[src/rtl/syscfg_pkg.sv]
// Package: shared constants, slot map and decode types for the register bank.
// Assumes 4 KiB of byte address space holding 32-bit words.
package syscfg_pkg;

    localparam int WORD_IDX_W = 10;
    localparam int DATA_W     = 32;
    localparam int KEY_W      = 16;

    localparam int NUM_PLL    = 3;
    localparam int NUM_THR    = 4;
    localparam int THR_STRIDE = 4;

    // Word indices (byte offset / 4)
    localparam int W_CTL0     = 'h000;
    localparam int W_PROTECT  = 'h001;
    localparam int W_RELEASE  = 'h002;
    localparam int W_LSTAT    = 'h003;
    localparam int W_PLLC0    = 'h040;
    localparam int W_PLLST    = 'h043;
    localparam int W_PLLF0    = 'h044;
    localparam int W_THR0     = 'h05F;
    localparam int W_RSTC     = 'h080;
    localparam int W_BOOT     = 'h097;
    localparam int W_IDC      = 'h14C;
    localparam int W_CAL      = 'h183;
    localparam int W_REF      = 'h185;

    // Storage slots
    localparam int SL_CTL0    = 0;
    localparam int SL_PROTECT = 1;
    localparam int SL_RELEASE = 2;
    localparam int SL_PLLC0   = 3;
    localparam int SL_PLLF0   = SL_PLLC0 + NUM_PLL;
    localparam int SL_RSTC    = SL_PLLF0 + NUM_PLL;
    localparam int SL_CAL     = SL_RSTC + 1;
    localparam int SL_REF     = SL_CAL + 1;
    localparam int NSLOT      = SL_REF + 1;
    localparam int SLOT_W     = $clog2(NSLOT);

    localparam logic [DATA_W-1:0] PLLC_RST  = 32'h0001_A008;
    localparam logic [DATA_W-1:0] PLLF_RST  = 32'h0001_4000;
    localparam logic [DATA_W-1:0] PLLST_VAL = 32'h0000_003F;
    localparam logic [DATA_W-1:0] THR_VAL   = 32'h0001_0000;

    typedef enum logic [1:0] {ACC_NONE, ACC_RW, ACC_RO, ACC_WO} acc_e;
    typedef enum logic [2:0] {RO_NONE, RO_LSTAT, RO_PLLST, RO_THR, RO_BOOT, RO_IDC} ro_e;

    typedef struct packed {
        acc_e              acc;
        logic [SLOT_W-1:0] slot;
        ro_e               ro;
        logic              exempt;   // writable regardless of the latch
        logic              is_prot;
        logic              is_rel;
        logic              is_rstc;
    } dec_t;

    // Reset value of one storage slot
    function automatic logic [DATA_W-1:0] slot_default(input int i);
        if (i >= SL_PLLC0 && i < SL_PLLC0 + NUM_PLL) return PLLC_RST;
        if (i >= SL_PLLF0 && i < SL_PLLF0 + NUM_PLL) return PLLF_RST;
        return '0;
    endfunction

    // Bits a slot keeps from a write
    function automatic logic [DATA_W-1:0] slot_mask(input int i);
        if (i == SL_CTL0) return {{(DATA_W-1){1'b0}}, 1'b1};
        return '1;
    endfunction

endpackage

[src/rtl/syscfg_decode.sv]
// Module: address decoder. Maps a word index to access rights, a storage slot
// or a read-only source, and flags for the special words. Purely combinational.
module syscfg_decode
    import syscfg_pkg::*;
(
    input  logic [WORD_IDX_W-1:0] widx_i,
    output dec_t                  dec_o
);

    // Classify the word index
    always_comb begin
        int w;
        w = int'(widx_i);
        dec_o = '{acc: ACC_NONE, slot: '0, ro: RO_NONE, exempt: 1'b0,
                  is_prot: 1'b0, is_rel: 1'b0, is_rstc: 1'b0};
        if (w == W_CTL0) begin
            dec_o.acc = ACC_RW; dec_o.slot = SLOT_W'(SL_CTL0); dec_o.exempt = 1'b1;
        end else if (w == W_PROTECT) begin
            dec_o.acc = ACC_WO; dec_o.slot = SLOT_W'(SL_PROTECT);
            dec_o.exempt = 1'b1; dec_o.is_prot = 1'b1;
        end else if (w == W_RELEASE) begin
            dec_o.acc = ACC_WO; dec_o.slot = SLOT_W'(SL_RELEASE);
            dec_o.exempt = 1'b1; dec_o.is_rel = 1'b1;
        end else if (w == W_LSTAT) begin
            dec_o.acc = ACC_RO; dec_o.ro = RO_LSTAT;
        end else if (w >= W_PLLC0 && w < W_PLLC0 + NUM_PLL) begin
            dec_o.acc = ACC_RW; dec_o.slot = SLOT_W'(SL_PLLC0 + (w - W_PLLC0));
        end else if (w == W_PLLST) begin
            dec_o.acc = ACC_RO; dec_o.ro = RO_PLLST;
        end else if (w >= W_PLLF0 && w < W_PLLF0 + NUM_PLL) begin
            dec_o.acc = ACC_RW; dec_o.slot = SLOT_W'(SL_PLLF0 + (w - W_PLLF0));
        end else if (w == W_RSTC) begin
            dec_o.acc = ACC_RW; dec_o.slot = SLOT_W'(SL_RSTC); dec_o.is_rstc = 1'b1;
        end else if (w == W_BOOT) begin
            dec_o.acc = ACC_RO; dec_o.ro = RO_BOOT;
        end else if (w == W_IDC) begin
            dec_o.acc = ACC_RO; dec_o.ro = RO_IDC;
        end else if (w == W_CAL) begin
            dec_o.acc = ACC_WO; dec_o.slot = SLOT_W'(SL_CAL);
        end else if (w == W_REF) begin
            dec_o.acc = ACC_WO; dec_o.slot = SLOT_W'(SL_REF);
        end else begin
            for (int t = 0; t < NUM_THR; t++) begin
                if (w == W_THR0 + t * THR_STRIDE) begin
                    dec_o.acc = ACC_RO; dec_o.ro = RO_THR;
                end
            end
        end
    end

endmodule

[src/rtl/syscfg_lock.sv]
// Module: write-protection latch. Set out of reset. A protect write with the
// matching key sets it; a release write with the matching key clears it.
// Assumes the two write flags are never high together (distinct addresses).
module syscfg_lock
    import syscfg_pkg::*;
#(
    parameter logic [KEY_W-1:0] PROTECT_KEY = 16'h767B,
    parameter logic [KEY_W-1:0] RELEASE_KEY = 16'hDF0D
) (
    input  logic             clk,
    input  logic             rst_n,
    input  logic             prot_wr_i,
    input  logic             rel_wr_i,
    input  logic [KEY_W-1:0] key_i,
    output logic             locked_o
);

    logic locked_q;

    // Latch update on a key match; other data leaves it unchanged
    always_ff @(posedge clk) begin
        if (!rst_n)                                locked_q <= 1'b1;
        else if (prot_wr_i && key_i == PROTECT_KEY) locked_q <= 1'b1;
        else if (rel_wr_i && key_i == RELEASE_KEY)  locked_q <= 1'b0;
    end

    assign locked_o = locked_q;

endmodule

[src/rtl/syscfg_store.sv]
// Module: storage slots with per-slot reset values and write masks.
// Assumes at most one slot is written per cycle.
module syscfg_store
    import syscfg_pkg::*;
(
    input  logic                           clk,
    input  logic                           rst_n,
    input  logic                           wr_i,
    input  logic [SLOT_W-1:0]              slot_i,
    input  logic [DATA_W-1:0]              wdata_i,
    output logic [NSLOT-1:0][DATA_W-1:0]   slots_o
);

    for (genvar g = 0; g < NSLOT; g++) begin : g_slot
        localparam logic [DATA_W-1:0] RST_V = slot_default(g);
        localparam logic [DATA_W-1:0] MASK  = slot_mask(g);
        logic [DATA_W-1:0] q;

        // One slot: reset value, masked write on select
        always_ff @(posedge clk) begin
            if (!rst_n)                              q <= RST_V;
            else if (wr_i && slot_i == SLOT_W'(g))   q <= wdata_i & MASK;
        end

        assign slots_o[g] = q;
    end

endmodule

[src/rtl/syscfg_regbank.sv]
// Module: top of the key-locked register bank. Decodes the bus, gates writes
// by access rights and the latch, and registers read data, error and soft-reset.
// Assumes single-word aligned accesses; address bits [1:0] are ignored.
module syscfg_regbank
    import syscfg_pkg::*;
#(
    parameter logic [KEY_W-1:0]  PROTECT_KEY = 16'h767B,
    parameter logic [KEY_W-1:0]  RELEASE_KEY = 16'hDF0D,
    parameter logic [DATA_W-1:0] ID_CODE     = 32'h1A2B_3C4D,
    parameter logic [DATA_W-1:0] BOOT_MODE   = 32'h0000_0001,
    localparam int               ADDR_W      = WORD_IDX_W + 2
) (
    input  logic              clk,
    input  logic              rst_n,
    input  logic              bus_wr_i,
    input  logic              bus_rd_i,
    input  logic [ADDR_W-1:0] bus_addr_i,
    input  logic [DATA_W-1:0] bus_wdata_i,
    output logic [DATA_W-1:0] bus_rdata_o,
    output logic              bus_rvalid_o,
    output logic              bus_err_o,
    output logic              soft_rst_o
);

    dec_t                         dec;
    logic                         locked;
    logic                         wr_commit;
    logic                         wr_bad;
    logic                         rd_bad;
    logic [DATA_W-1:0]            rd_word;
    logic [NSLOT-1:0][DATA_W-1:0] slots;
    logic [DATA_W-1:0]            rdata_q;
    logic                         rvalid_q;
    logic                         err_q;
    logic                         srst_q;
    logic                         unused_lsb;

    assign unused_lsb = ^bus_addr_i[1:0];

    syscfg_decode u_dec (
        .widx_i (bus_addr_i[ADDR_W-1:2]),
        .dec_o  (dec)
    );

    syscfg_lock #(
        .PROTECT_KEY (PROTECT_KEY),
        .RELEASE_KEY (RELEASE_KEY)
    ) u_lock (
        .clk       (clk),
        .rst_n     (rst_n),
        .prot_wr_i (bus_wr_i && dec.is_prot),
        .rel_wr_i  (bus_wr_i && dec.is_rel),
        .key_i     (bus_wdata_i[KEY_W-1:0]),
        .locked_o  (locked)
    );

    // Write gate: writable rights, and either exempt or unlocked
    always_comb begin
        wr_commit = bus_wr_i && (dec.acc == ACC_RW || dec.acc == ACC_WO)
                    && (dec.exempt || !locked);
        wr_bad    = bus_wr_i && !wr_commit;
        rd_bad    = bus_rd_i && (dec.acc == ACC_WO || dec.acc == ACC_NONE);
    end

    syscfg_store u_store (
        .clk     (clk),
        .rst_n   (rst_n),
        .wr_i    (wr_commit),
        .slot_i  (dec.slot),
        .wdata_i (bus_wdata_i),
        .slots_o (slots)
    );

    // Read source select: constant/status sources, stored slots, or zero
    always_comb begin
        rd_word = '0;
        if (dec.acc == ACC_RO) begin
            unique case (dec.ro)
                RO_LSTAT: rd_word = {{(DATA_W-1){1'b0}}, locked};
                RO_PLLST: rd_word = PLLST_VAL;
                RO_THR:   rd_word = THR_VAL;
                RO_BOOT:  rd_word = BOOT_MODE;
                RO_IDC:   rd_word = ID_CODE;
                default:  rd_word = '0;
            endcase
        end else if (dec.acc != ACC_NONE) begin
            rd_word = slots[dec.slot];
        end
    end

    // Output registers: read data, read valid, error strobe, soft-reset pulse
    always_ff @(posedge clk) begin
        if (!rst_n) begin
            rdata_q  <= '0;
            rvalid_q <= 1'b0;
            err_q    <= 1'b0;
            srst_q   <= 1'b0;
        end else begin
            if (bus_rd_i) rdata_q <= rd_word;
            rvalid_q <= bus_rd_i;
            err_q    <= wr_bad || rd_bad;
            srst_q   <= wr_commit && dec.is_rstc && bus_wdata_i[0];
        end
    end

    assign bus_rdata_o  = rdata_q;
    assign bus_rvalid_o = rvalid_q;
    assign bus_err_o    = err_q;
    assign soft_rst_o   = srst_q;

endmodule

[config.mk]
export PLATFORM = sky130hd
export DESIGN_NAME = syscfg_regbank
export DESIGN_NICKNAME = d
export VERILOG_FILES = /design/src/rtl/syscfg_pkg.sv /design/src/rtl/syscfg_decode.sv /design/src/rtl/syscfg_lock.sv /design/src/rtl/syscfg_store.sv /design/src/rtl/syscfg_regbank.sv
export SDC_FILE = /design/constraint.sdc
export NUM_CORES = 1
export LEC_CHECK = 0
export ABC_AREA = 1
export BUFFER_PORTS_ARGS = -buffer_cell sky130_fd_sc_hd__buf_2
export CORE_AREA = 3 3 276 278
export CTS_CLUSTER_DIAMETER = 60
export CTS_CLUSTER_SIZE = 8
export DETAILED_ROUTE_END_ITERATION = 8
export DIE_AREA = 0 0 279 281
export PLACE_DENSITY = 0.48
export SLEW_MARGIN = 30
export SYNTH_ARGS = -nofsm -noshare
export SYNTH_HDL_FRONTEND = slang
export SYNTH_SLANG_ARGS = --single-unit
[constraint.sdc]
create_clock -name clk -period 6.95 [get_ports clk]
set_input_delay 1.0425 -clock clk [delete_from_list [all_inputs] [get_ports clk]]
set_output_delay 1.0425 -clock clk [all_outputs]
set_load 0.01 [all_outputs]
[Word level (Yosys, flattened, before mapping)]
Index checks and enable logic that the tools add are counted.
Storage, ports and cells
  bits in registers: 389
  output and inout bits: 35
  word-level logic and storage cells: 150
Operators by class
  add/sub/neg operators: 4
  order comparisons: 5
  eq/ne operators: 34
  multiplexer cells: 54
  bitwise operators: 1
  reductions and logical operators: 35
Operator list (count)
  $pmux 29 s5: 1
  $bmux 32 s4: 1
  $mux 32: 3
  $eq 10x8->1 const B: 5
  $mux 6: 7
  $mux 3: 13
  $eq 10x10->1 const B: 3
  $mux 2: 14
  $logic_and 1x1->1: 24
  $eq 10x3->1 const B: 2
  $eq 10x9->1 const B: 2
  $ge 10x7->1 const B: 2
  $lt 10x7->1 const B: 2
  $mux 4: 5
  $eq 16x15->1 const B: 1
  $eq 16x16->1 const B: 1
  $eq 4x3->1 const B: 4
  $eq 4x4->1 const B: 4
  $eq 10x2->1 const B: 1
  $logic_not 10->1: 1
  $mux 1: 10
  $eq 4x2->1 const B: 2
  $eq 3x2->1 const B: 2
  $eq 3x3->1 const B: 2
  16 further kinds: 21

[Logic depth before layout (Yosys ltp)]
  word-level depth: 24
  depth in mapped cells: 20
  depth with buffers taken out: 18

[Modules after synthesis]
Synthesis repeated with hierarchy kept, for this count alone.
Second synthesis, totals
  cell total of the unflattened synthesis: 3377
  area total of the unflattened synthesis: 20383.3 µm²
By module, submodules not included
  syscfg_store: instances 1, cells an instance 1995, area each 13691.9 µm², sequential area each 7066.8 µm²
  syscfg_regbank: instances 1, cells an instance 1229, area each 5840.6 µm², sequential area each 700.7 µm²
  syscfg_decode: instances 1, cells an instance 116, area each 675.6 µm², sequential area each 0.0 µm²
  syscfg_lock: instances 1, cells an instance 37, area each 175.2 µm², sequential area each 20.0 µm²

[Least setup slack after synthesis]
No wires, ideal clock.
  path kind: input-to-reg
  start: input bus_addr_i[2]
  end: register rdata_q[11] (netlist: bus_rdata_o[11])
  setup time: 70 ps
  arrival time: 3070 ps
  data required time: 6880 ps
  path slack: 3810 ps
  cell stages on the path: 16
  path buffers: 1
  path through: inv_1 -> ha_1 -> inv_1 -> nor4_1 -> nor2_1 -> nand2_1 -> nor2_1 -> nand4_1 -> nand2_1 -> ha_1 -> nor2_1 -> clkinv_1 -> clkbuf_1 -> a21oi_1 -> nand3_1 -> a21oi_1
Between the ends
  cells in the longest elaborated chain, start to end: 20
Ends and longest elaborated chain
  start, declared: line syscfg_regbank.sv:17  | input logic [ADDR_W-1:0] bus_addr_i,
  $eq 10x8->1: line syscfg_decode.sv:44  | if (w == W_THR0 + t * THR_STRIDE) begin
  $mux 2 (4 in series): line syscfg_decode.sv:44
  $mux 3 or $mux 2 (tied branches): line syscfg_decode.sv:40  | end else if (w == W_REF) begin
  $mux 3 or $mux 6 (tied branches): line syscfg_decode.sv:38  | end else if (w == W_CAL) begin
  $mux 3 or $mux 2 (tied branches): line syscfg_decode.sv:36  | end else if (w == W_IDC) begin
  $mux 3 or $mux 2 (tied branches): line syscfg_decode.sv:34  | end else if (w == W_BOOT) begin
  $mux 3 or $mux 6 (tied branches): line syscfg_decode.sv:32  | end else if (w == W_RSTC) begin
  $mux 3 or $mux 6 (tied branches): line syscfg_decode.sv:30  | end else if (w >= W_PLLF0 && w < W_PLLF0 + NUM_PLL) begin
  $mux 3 or $mux 2 (tied branches): line syscfg_decode.sv:28  | end else if (w == W_PLLST) begin
  $mux 3 or $mux 6 (tied branches): line syscfg_decode.sv:26  | end else if (w >= W_PLLC0 && w < W_PLLC0 + NUM_PLL) begin
  $mux 3 or $mux 2 (tied branches): line syscfg_decode.sv:24  | end else if (w == W_LSTAT) begin
  $mux 3 or $mux 6 (tied branches): line syscfg_decode.sv:21  | end else if (w == W_RELEASE) begin
  $mux 3 or $mux 6 (tied branches): line syscfg_decode.sv:18  | end else if (w == W_PROTECT) begin
  $mux 3 or $mux 6 (tied branches): line syscfg_decode.sv:16  | if (w == W_CTL0) begin
  $eq 3x3->1, or another cell as far along: line syscfg_regbank.sv:78  | unique case (dec.ro)
  $pmux 29 s5 or $mux 32 (tied branches): line syscfg_regbank.sv:78, syscfg_regbank.sv:86
  $mux 32 (*): line syscfg_regbank.sv:77  | if (dec.acc == ACC_RO) begin
  end signal, assigned: line syscfg_regbank.sv:99  | if (bus_rd_i) rdata_q <= rd_word;
  end, declared: line syscfg_regbank.sv:32  | logic [DATA_W-1:0] rdata_q;
Mark *: on every way between the ends. The rest lies on a longest branch, timed or not. The select of a mux whose other input is x is not followed.
A chain may end at the register's enable or synchronous reset.

[Final worst setup path]
  start: input bus_addr_i[2]
  end: register u_store.g_slot[9].q[21]
Between the ends
  cells in the longest elaborated chain, start to end: 22
Ends and longest elaborated chain
  $eq 10x8->1: line syscfg_decode.sv:44
  $mux 2 (4 in series): line syscfg_decode.sv:44
  $mux 2: line syscfg_decode.sv:40
  $mux 6: line syscfg_decode.sv:38
  $mux 2: line syscfg_decode.sv:36
  $mux 2: line syscfg_decode.sv:34
  $mux 6: line syscfg_decode.sv:32
  $mux 6: line syscfg_decode.sv:30
  (+3 left out)
  $mux 6: line syscfg_decode.sv:21
  $mux 6: line syscfg_decode.sv:18
  $mux 6: line syscfg_decode.sv:16
  $eq 2x1->1 or $eq 2x2->1 (tied branches): line syscfg_regbank.sv:59  | wr_commit = bus_wr_i && (dec.acc == ACC_RW || dec.acc == ACC_WO)
  $logic_or 1x1->1: line syscfg_regbank.sv:59
  $logic_and 1x1->1: line syscfg_regbank.sv:59
  $logic_and 1x1->1: line syscfg_regbank.sv:60  | && (dec.exempt || !locked);
  $logic_and 1x1->1 (*): line syscfg_store.sv:22  | else if (wr_i && slot_i == SLOT_W'(g)) q <= wdata_i & MASK;
  end signal, assigned: line syscfg_store.sv:22
  end, declared: line syscfg_store.sv:17  | logic [DATA_W-1:0] q;
Mark *: on every way between the ends. The rest lies on a longest branch, timed or not.

==> impl_metrics.ini <==
[run_status]
status = finished clean

[sta]
finalSetupViolations = 0
period_share = 0.646
rsz0062_at_grt = false
finalCriticalPeriod_ns = 4.49
setup_slack_ns = 2.46
finalSetupTns_ns = 0
final-hold-violation-count = 0
fmax_mhz = 223
drv_slew = 0
hold_ws_ns = 0.439
worst_pin_slew_ns = 0.994
fin_skew_ns = 0.0171
slew_headroom = 0.337

[logic_synthesis]
yosys-top-cells-area = dfxtp_1 42%, nand2_1 15%, o21ai_0 10%
synth_cell_types = 32
synth_top_area_frac = 0.424
synth_area_leader_cell = dfxtp_1
synth.area.mux_share = 0
synthAdderAreaFrac = 0.00613
yosysSeqAreaShare = 0.424
synth_top_family_by_area = simple AND/OR/NAND/NOR gates
ys_ff_latch = 389
synth_xor_area_frac = 0.000477
synth_fp_nets = 2840
syn_inst = 2783
synth_compound_area_frac = 0.211
syn_area_um2 = 18400
syn_avg_cell_area_um2 = 6.60
yosysWarnings = 0
yosys.area_share.simple = 0.249

[setup_path]
setup.worst_path.class = in2reg
crit_path_start_kind = input pin
worst-path-max-fanout = 49
end_kind = flip-flop
crit_arrival_ns = 4.99
reg2regPathDepth = 9
crit_required_ns = 7.45

[pwr]
power.internal_w = 0.00372
p_per_area_nw_per_um2 = 233
p_sw_frac = 0.230
pwr-share-seq = 0.464
switching_power_w = 0.00111
leakage_nw = 7.98
irDropWorstVdd_mv = 0.155
power_frac_clock = 0.495
pwr-share-comb = 0.040

[floorplanning]
start_util = 0.248
die_h_um = 281
core_um2 = 74200
io_pins = 83
die_w_um = 279
rows = 100
die-area_um2 = 78400

[layout]
final_layout_size_suffix_gt1_frac = 0.0776
multi_input_area_um2 = 8620
fillers = 8289
nNetsFinal = 2786
final_common_cell = nand2_1
seqCellArea_um2 = 7790
flow.area_growth_from_synthesis_pct = 13.0
antenna_cells = 0
mostFrequentLayoutCells = 748 x nand2_1, 389 x dfxtp_1, 385 x o21ai_0

[global_routing]
antenna_found_initial = 4
grt_pass1_wl_mm = 97.5
overflow = 0
grt.total_usage = 0.160
grt_pass1_vias = 15600
grt_max_degree = 156

[clocking]
cts_hold_buffers = 0
postCtsResizedCells = 0
cts_made_buffers = 54
clockBufferDepth = 3
cts_setup_buffers = 0
path_clk_slew_ns = 0.05
cts_tree = yes
cts_num_sinks = 389
cts.htree.levels = 2
clkLatencyLatePin_ns = 0.59
root_buffer = clkbuf_16

[route]
first_iter_violations = 1362
post_drt_wl_per_cell_um = 17.3
via_count = 16900
viasPerCell = 4.58
finalWirelength_mm = 64.0
drc_errors = 0
drt-pass1-iter-count = 6
antenna_left = 0

[place]
numPortBuffers = 80
place_congestion = 0.807
pre_cts_ws_ns = 1.86
dpl.hpwl_mm = 35.9

[worst_hold_path]
hp-class = reg2reg
hold_path_depth = 2

[flow_run]
drv_cap = 0
sequential cells by signal (all words and copies together) (netlist names):
register,flops
u_store.g_slot.q,353
bus_err_o,1
bus_rdata_o,32
u_lock.locked_o,1
bus_rvalid_o,1
soft_rst_o,1
synthesized netlist by cell type, drive strengths merged:
| library cell | number |
|---|---|
| a21oi | 319 |
| buf | 62 |
| clkbuf | 158 |
| clkinv | 3 |
| dfxtp | 389 |
| ha | 9 |
| inv | 274 |
| nand2 | 762 |
| nand3 | 112 |
| nand3b | 31 |
| nand4 | 4 |
| nor2 | 205 |
| nor3 | 5 |
| nor4 | 4 |
| o211ai | 18 |
| o21ai | 423 |
| o311ai | 1 |
| o32ai | 1 |
| o41ai | 1 |
| or4 | 1 |
| xor2 | 1 |
power by group through the flow:
stage	Combinational (W)	Sequential [W]	Clock, W
2_1_floorplan	0.000115	0.00229	0
3_3_place_gp	0.000196	0.00229	0
3_5_place_dp	0.000195	0.00229	0
4_1_cts	0.000196	0.00224	0.00245
5_1_grt	0.000219	0.00224	0.00255
6_report	0.000195	0.00224	0.00239
metal layers:
metal,part of all wire,global-route usage
met1,0.50,0.232
met2,0.43,0.250
met3,0.055,0.0229
met4,0.018,0.0392
met5,0.00017,0
logic make-up (layout without fill, tap and decap cells):
family | after synthesis | count (layout)
AND/OR/NAND/NOR | 1124 | 1124
adder cells (fa/ha/maj) | 9 | 9
buffers and inverters | 497 | 446
AO/OA/AOI/OAI | 763 | 763
flip-flops | 389 | 389
XOR/XNOR | 1 | 1
worst max-delay path, stage by stage:
cell	delay, ns
buf_2	0.13
ha_1	0.21
inv_1	0.16
nand3_1	0.15
nor2_4	0.15
inv_2	0.07
nand2_1	0.06
nand2_1	0.05
nand2_1	0.06
nand2_1	0.06
nand2_1	0.09
nand2_4	0.41
clkinv_2	0.18
buf_4	0.54
nor2_2	0.13
nand2_2	0.73
buf_4	0.45
o21ai_0	0.12
a21oi_1	0.15
path summary, 6_finish.rpt:
check,startpoint,to,slack (ns)
min reg2reg,u_store.g_slot[4].q[2],u_store.g_slot[4].q[2],0.44
min,u_store.g_slot[4].q[2],u_store.g_slot[4].q[2],0.44
max,bus_addr_i[2],u_store.g_slot[9].q[21],2.46
max reg2reg,u_lock.locked_o,u_store.g_slot[9].q[21],4.54
layout make-up:
cell class                      instances  area share
Multi-Input combinational cell       1897       0.415
Sequential cell                       389       0.375
Inverter                              277      0.0503
Clock buffer                           59      0.0695
Timing Repair Buffer                  110      0.0318
Tap cell                              969      0.0584
metrics by stage:
stage / instance area [µm²] / util / power (W) / cells
floorplan: 18400 / - / 0.00241 / 2783
global placement: 19300 / 0.260 / 0.00248 / 3642
detailed placement: 19300 / 0.260 / 0.00248 / 3642
CTS: 20800 / 0.280 / 0.00489 / 3701
global route: 20800 / 0.280 / 0.00501 / 3701
finish: 20800 / 0.280 / 0.00483 / 3701
Note: power is estimated with default switching activity, not from simulation.
